===== config.mk =====
export PLATFORM = sky130hd
export DESIGN_NAME = interval_timer
export DESIGN_NICKNAME = d
export VERILOG_FILES = /design/src/rtl/it_pkg.sv /design/src/rtl/it_regs.sv /design/src/rtl/it_prescaler.sv /design/src/rtl/it_counter.sv /design/src/rtl/interval_timer.sv
export SDC_FILE = /design/constraint.sdc
export NUM_CORES = 1
export LEC_CHECK = 0
export BUFFER_PORTS_ARGS = -buffer_cell sky130_fd_sc_hd__clkbuf_2
export CORE_MARGIN = 1
export CORE_UTILIZATION = 50
export DETAILED_ROUTE_END_ITERATION = 10
export GPL_TIMING_DRIVEN = 0
export HOLD_SLACK_MARGIN = 0.12
export PLACE_DENSITY_LB_ADDON = 0.25
export SLEW_MARGIN = 10
export SYNTH_ARGS = -nofsm -noshare
export SYNTH_HDL_FRONTEND = slang
export SYNTH_SLANG_ARGS = --single-unit

===== constraint.sdc =====
create_clock -name clk -period 3.6 [get_ports clk]
set_input_delay 0.18 -clock clk [delete_from_list [all_inputs] [get_ports clk]]
set_output_delay 0.18 -clock clk [all_outputs]
set_load 0.01 [all_outputs]

===== src/rtl/it_pkg.sv =====
// Shared definitions for the interval timer: register select codes.
package it_pkg;
    localparam int ADDR_W = 2;
    typedef enum logic [ADDR_W-1:0] {
        REG_CTRL   = 2'd0,
        REG_SCALE  = 2'd1,
        REG_PERIOD = 2'd2,
        REG_COUNT  = 2'd3
    } reg_sel_e;
endpackage


===== src/rtl/it_regs.sv =====
// Holds the software-visible configuration: enable, scale and period.
// Writes to the count register are forwarded as a load strobe to the counter.
// Assumes CNT_W >= SCALE_W and a write bus CNT_W bits wide.
module it_regs
    import it_pkg::*;
#(
    parameter int SCALE_W = 8,
    parameter int CNT_W   = 16
) (
    input  logic               clk,
    input  logic               rst_n,
    input  logic               reg_wr,
    input  logic [ADDR_W-1:0]  reg_addr,
    input  logic [CNT_W-1:0]   reg_wdata,
    output logic               en,
    output logic [SCALE_W-1:0] scale,
    output logic [CNT_W-1:0]   period,
    output logic               cnt_load
);
    // Decode a write to the live count for the counter.
    assign cnt_load = reg_wr && (reg_addr == REG_COUNT);

    // Configuration register updates.
    always_ff @(posedge clk) begin
        if (!rst_n) begin
            en     <= 1'b0;
            scale  <= '0;
            period <= '0;
        end else if (reg_wr) begin
            case (reg_addr)
                REG_CTRL:   en     <= reg_wdata[0];
                REG_SCALE:  scale  <= reg_wdata[SCALE_W-1:0];
                REG_PERIOD: period <= reg_wdata;
                default:    ;
            endcase
        end
    end
endmodule


===== src/rtl/it_prescaler.sv =====
// Cycle prescaler: counts down from the scale value and issues a one-cycle
// tick when it sits at zero while enabled, then reloads from scale.
// Assumes scale may change at any time; the new value is used on the next reload.
module it_prescaler #(
    parameter int SCALE_W = 8
) (
    input  logic               clk,
    input  logic               rst_n,
    input  logic               en,
    input  logic [SCALE_W-1:0] scale,
    output logic               tick,
    output logic [SCALE_W-1:0] pcnt
);
    // Expiry is the zero state while running.
    assign tick = en && (pcnt == '0);

    // Step down, or reload on expiry; hold while disabled.
    always_ff @(posedge clk) begin
        if (!rst_n)    pcnt <= '0;
        else if (tick) pcnt <= scale;
        else if (en)   pcnt <= pcnt - 1'b1;
    end
endmodule


===== src/rtl/it_counter.sv =====
// Main down-counter: steps on each prescaler tick, reloads from the period
// when a tick finds it at zero, and raises a registered one-cycle interrupt.
// Assumes a software load has priority over the tick in the same cycle.
module it_counter #(
    parameter int CNT_W = 16
) (
    input  logic             clk,
    input  logic             rst_n,
    input  logic             tick,
    input  logic             load,
    input  logic [CNT_W-1:0] load_val,
    input  logic [CNT_W-1:0] period,
    output logic [CNT_W-1:0] cnt,
    output logic             irq
);
    logic at_zero;
    assign at_zero = (cnt == '0);

    // Count value: software load, reload at zero, or decrement.
    always_ff @(posedge clk) begin
        if (!rst_n)       cnt <= '0;
        else if (load)    cnt <= load_val;
        else if (tick)    cnt <= at_zero ? period : cnt - 1'b1;
    end

    // Interrupt pulse for the tick that finds the count at zero.
    always_ff @(posedge clk) begin
        if (!rst_n) irq <= 1'b0;
        else        irq <= tick && at_zero;
    end
endmodule


===== src/rtl/interval_timer.sv =====
// Top of the prescaled reloading interval timer. Ties the register block,
// prescaler and counter together and provides the combinational read mux.
// Assumes the data bus is CNT_W bits and CNT_W >= SCALE_W.
module interval_timer
    import it_pkg::*;
#(
    parameter int SCALE_W = 8,
    parameter int CNT_W   = 16
) (
    input  logic                     clk,
    input  logic                     rst_n,
    input  logic                     reg_wr,
    input  logic [it_pkg::ADDR_W-1:0] reg_addr,
    input  logic [CNT_W-1:0]         reg_wdata,
    output logic [CNT_W-1:0]         reg_rdata,
    output logic                     irq
);
    localparam int PAD_W = CNT_W - SCALE_W;

    logic               en;
    logic [SCALE_W-1:0] scale;
    logic [CNT_W-1:0]   period;
    logic               cnt_load;
    logic               tick;
    logic [SCALE_W-1:0] pcnt;
    logic [CNT_W-1:0]   cnt;

    it_regs #(.SCALE_W(SCALE_W), .CNT_W(CNT_W)) u_regs (
        .clk(clk), .rst_n(rst_n), .reg_wr(reg_wr), .reg_addr(reg_addr),
        .reg_wdata(reg_wdata), .en(en), .scale(scale), .period(period),
        .cnt_load(cnt_load)
    );

    it_prescaler #(.SCALE_W(SCALE_W)) u_pre (
        .clk(clk), .rst_n(rst_n), .en(en), .scale(scale),
        .tick(tick), .pcnt(pcnt)
    );

    it_counter #(.CNT_W(CNT_W)) u_cnt (
        .clk(clk), .rst_n(rst_n), .tick(tick), .load(cnt_load),
        .load_val(reg_wdata), .period(period), .cnt(cnt), .irq(irq)
    );

    // Read mux for the addressed register.
    always_comb begin
        case (reg_addr)
            REG_CTRL:   reg_rdata = {{(CNT_W-1){1'b0}}, en};
            REG_SCALE:  reg_rdata = {{PAD_W{1'b0}}, scale};
            REG_PERIOD: reg_rdata = period;
            default:    reg_rdata = cnt;
        endcase
    end
endmodule


* Word level (Yosys, flattened, before mapping)
Cells that the tools add are included.
** Storage, ports and cells
- Memories kept :: 0
- Memory bits (read-only) :: 0
- Word-level logic and storage cells :: 28
- RAM bits :: 0
- Bits of input ports :: 21
- Output and inout bits :: 17
- Register bits :: 50
- Bits in latches :: 0
** Cells by class
- Bitwise operators :: 0
- Multiply operators :: 0
- Equality and inequality tests :: 3
- Shift-type cells :: 0
- Reduce and logical (&&, ||, !) cells :: 11
- $lt $le $gt $ge :: 0
- Divide/modulo/power cells :: 0
- Add/subtract/negate cells :: 2
- Multiplexer cells :: 6
** Operator list (number)
- 16-bit two-way mux :: 3
- 16-bit one-hot mux with 3 select lines :: 1
- 16-bit zero test :: 1
- 8-bit two-way mux :: 2
- 16-bit by 1-bit subtractor with 16-bit output, second input constant :: 1
- 8-bit zero test :: 1
- 8-bit by 1-bit subtractor with 8-bit output, second input constant :: 1
- 2-bit AND reduction :: 3
- 2-bit equality test, second input constant :: 2
- 2-bit nonzero test :: 2
- 1-bit logical AND :: 3
- 2-bit by 1-bit equality test with 1-bit output, second input constant :: 1
- 2-bit zero test :: 1

* Logic depth before layout (Yosys ltp)
- Word-level depth :: 4
- Mapped depth :: 8
- Gate-level depth less buffers :: 7

* Modules after synthesis
A second synthesis with hierarchy kept.
** Unflattened totals
- Cell total of the unflattened synthesis :: 372
- Area total of the unflattened synthesis :: 3188.1 um^2
** By module, submodules not included
- it_counter :: seq. area each 340.3 um^2, cells each 168, area an instance 1295.0 um^2, instances 1
- it_regs :: seq. area each 500.5 um^2, cells each 103, area an instance 994.7 um^2, instances 1
- it_prescaler :: seq. area each 160.2 um^2, cells each 64, area an instance 544.3 um^2, instances 1
- interval_timer :: seq. area each 0.0 um^2, cells each 37, area an instance 354.1 um^2, instances 1

* Worst setup path before layout
No wires, ideal clock.
- Path type :: flip-flop to flip-flop
- Start point :: register u_cnt.cnt[0]
- End point :: register u_cnt.cnt[6]
- Stages on the path, launching flop included :: 9
- Slack :: 1.786 ns
- Data required time :: 3.529 ns
- Period minus slack after synthesis :: 1.814 ns
- Setup time :: 0.071 ns
- Path buffers :: 1
- Arrival :: 1.743 ns
- Path through :: dfxtp_1 inv_1 ha_1 nor4b_2 nand2b_1 or2_1 buf_6 a2111oi_2 o21bai_1
** Between the ends
- Word-level cells in the longest chain between the ends :: 4
- Elaborated cells between the ends (all ways) :: 5
- Classes of those cells :: add/sub: 1; mux: 3; reduce/logical: 1
** RTL lines
- start, declared :: RTL line it_counter.sv:13 : output logic [CNT_W-1:0] cnt,
- start signal, assigned :: RTL line it_counter.sv:22 : else if (load) cnt <= load_val;
- start signal, assigned :: RTL line it_counter.sv:23 : else if (tick) cnt <= at_zero ? period : cnt - 1'b1;
- 16-bit by 1-bit subtractor with 16-bit output or 16-bit zero test (tied branches) :: RTL line it_counter.sv:23, it_counter.sv:17
- 16-bit two-way mux * (2 in a row) :: RTL line it_counter.sv:23
- 16-bit two-way mux * :: RTL line it_counter.sv:22
Every way passes the cells marked *; elsewhere a longest branch is shown, timed or not. The select of a mux whose other input is x is not followed.
A chain may end at the register's enable or synchronous reset.

* Worst setup path in the final report
- Start point :: register u_cnt.cnt[0]
- End point :: register u_cnt.cnt[9]
The elaborated chain is that of the path after synthesis.

==> reports/results.tsv <==
metric	value	unit
fin crit period	2290	ps
CTS tree	yes	
number of flops mapped to enable cells by yosys	0	
final slew viol count	0	
vias in the first global route	2903	
CP Depth	7	
post-route cell area	3520	um2
min-delay worst type	in2reg	
R2R Setup Slk	1310	ps
PostCTS Resize Cnt	0	
Clock transition at path regs	90	ps
Hold Vio Cnt, Final	0	
Avg WL per Cell	17.0	um
Routed Antenna Nets	0	
die footprint	6530	um2
Num CTS Buffers	5	
Crit. End Element	flop	
Cell variety after synth	59	
Seq cells post-synth	50	
synthesized area per cell	7.82	um2
sequential area share after synthesis	32.2	%
core box area	5960	um2
Starting Density	52.1	%
worst hold start	reg_wdata[8]	
post-route setup slack	1310	ps
Critical Path Start Type	flop	
Setup TNS	0	ps
layout cells sized above 1	15.7	%
unrepaired setup endpoints after global routing	false	
Post-Syn Area	3110	um2
hold slack	125	ps
Post-CTS Setup Inserts	0	
CP arrival	2500	ps
Peak Freq	437	MHz
CP peak stage delay	670	ps
Sink Count	50	
largest net degree at the start of global routing	14	
Mapped Nets	422	
Worst-Skew Late Latency	300	ps
n_diodes	0	
Crit Path Max Fanout	10	
Total Routing Usage GR	29.1	%
Tcrit/Tclk final	63.5	%
CP delay by family, top	simple AND/OR/NAND/NOR gates	
WP data required	3810	ps
Pre-antenna DRT Iters	5	
clk_skew	4.88	ps
most common cell in the netlist	nand2_1	
Endpoint, Worst Hold	u_regs.period[8]$_SDFFE_PN0P_	
outcome	finished, final reports clean	
Final Setup Violations	0	
Die W	80.8	um
hold buffer count at cts	6	
top cells by area, synth	dfxtp_1 32%, nand2_1 11%, mux2i_1 3.9%	
Critical-path top delay cell	nor2_1	
leakage	1.36	nW
Reg2Reg Depth	7	
first-pass GRT wire length	14400	um
Worst Max-Slew Pin Slew	807	ps
crit-path cells	inv_1 > ha_1 > nor4b_2 > nand2b_1 > nor2_1 > a32oi_1 > o31ai_1	
Finished Core Util	59.0	%
dpl ws	1440	ps
worst hold path cell count	3	
Site Rows	28	
Area Overhead vs Synth	13.2	%
clock root cell	clkbuf_8	
drt initial violations	308	
area leader, netlist	dfxtp_1	
headroom to the max-slew limit	46.0	%
ys async rst share	0	%
Final GP Congestion	0.889	
CP Class	reg2reg	
Syn Inst Count	397	
Overflow after GRT	0	
worst reg2reg startpoint	u_cnt.cnt[0]$_SDFFE_PN0P_	
initial antenna violation count	0	
top_reg_cell synth	dfxtp_1	
Power Dens Cells	366	nW/um2
maximum VDD drop	0.162	mV
io pins	38	
drt total wl	8880	um
Crit path buffers/inverters	1	
detailed placer's ending HPWL	6240	um
Via Count	3181	
Ys Warns	0	
FF-to-FF End	u_cnt.cnt[9]$_SDFFE_PN0P_	
Die Height	80.8	um
CTS H-tree lvls	2	
Port Buf Inserts	36	
max-cap violations	0	
NumNets Final	471	
FILL cells	546	
most common library cells after synthesis	87 x nand2_1, 50 x dfxtp_1, 21 x nor2_1	
clock buffer depth	2	
vias per cell	6.11	
Area after DPL	3380	um2
Remaining DRCs	0	
area share of the largest cell type after synthesis	32.2	%
==> metrics by stage <==
stage                     power [W]  std cells
after floorplan            0.000874        397
after global placement     0.000963        508
after detailed placement   0.000971        508
after CTS                   0.00129        521
after global routing        0.00136        521
final                       0.00129        521
==> cells in the final DEF, fill, tap and decap left out, types with 7 or more instances in the layout <==
cell	count
a21boi_0	16
dfxtp_1	50
clkbuf_1	20
mux2i_1	12
nor2b_1	13
nand3_1	17
o21ai_0	17
nand2_1	87
a22o_1	7
a21boi_1	10
o21ai_1	12
nor3_1	8
o31ai_1	7
mux2_2	7
nor2_1	21
clkbuf_2	36
==> area by class of cell <==
cell class / instances / area, um2 / share of cell area [%]
plain buffers: 30 / 143 / 4.06
clock buffers: 7 / 76.3 / 2.17
inverters: 6 / 22.5 / 0.641
multi-input cells: 311 / 1940 / 55.2
flip-flops and latches: 50 / 1000 / 28.5
well taps: 75 / 93.8 / 2.67
repair buffers: 42 / 240 / 6.83
==> power by group <==
part,internal [W],total [W],switching [W],leakage (nW)
Sequential,0.000577,0.000606,0.0000289,0.406
Clock,0.000134,0.000316,0.000182,0.0383
Combinational,0.000149,0.000366,0.000217,0.917
Total,0.000860,0.00129,0.000428,1.36
==> metal layers <==
metal | global-route usage (%) | vias to the layer above | wire length (um)
met5 | 0 | - | 0
met4 | 8.93 | 0 | 201
met3 | 4.94 | 22 | 725
met2 | 46.4 | 137 | 3950
met1 | 39.9 | 1510 | 4000
li1 | - | 1512 | -
==> registers in the layout, summed over array words and instances (netlist names) <==
register and count:
u_cnt.cnt 16, u_regs.period 16, u_pre.pcnt 8, u_regs.scale 8
u_cnt.irq 1, u_regs.en 1
==> worst max path at each step <==
| stage | startpoint | endpoint | slack, ps |
|---|---|---|---|
| 4_1_cts | u_cnt.cnt[0]$_SDFFE_PN0P_ | u_cnt.cnt[9]$_SDFFE_PN0P_ | 1380 |
| 3_3_place_gp | u_cnt.cnt[0]$_SDFFE_PN0P_ | u_cnt.cnt[9]$_SDFFE_PN0P_ | 1470 |
| 5_1_grt | u_cnt.cnt[0]$_SDFFE_PN0P_ | u_cnt.cnt[0]$_SDFFE_PN0P_ | 1160 |
| 2_1_floorplan | u_cnt.cnt[0]$_SDFFE_PN0P_ | u_cnt.cnt[6]$_SDFFE_PN0P_ | 1790 |
| 3_5_place_dp | u_cnt.cnt[0]$_SDFFE_PN0P_ | u_cnt.cnt[9]$_SDFFE_PN0P_ | 1440 |
| 6_report | u_cnt.cnt[0]$_SDFFE_PN0P_ | u_cnt.cnt[9]$_SDFFE_PN0P_ | 1310 |
==> worst reg2reg max path, stage by stage, from the launching register on <==
cell and delay (ps):
dfxtp_1 360, inv_1 130, ha_1 230, nor4b_2 260, nand2b_1 220, nor2_1 670, a32oi_1 230, o31ai_1 110
==> cell families (layout without fill, tap and decap cells) <==
family / after synthesis / after routing / share of synthesized area (%)
AND/OR/NAND/NOR: 177 / 177 / 28.5
multiplexers: 20 / 20 / 7.13
flip-flops: 50 / 50 / 32.2
buffers and inverters: 36 / 85 / 5.32
XOR/XNOR: 8 / 8 / 2.26
adder cells (fa/ha/maj): 4 / 4 / 1.61
AO/OA/AOI/OAI: 102 / 102 / 23.0
No activity file was read; power rests on OpenSTA's default activity.
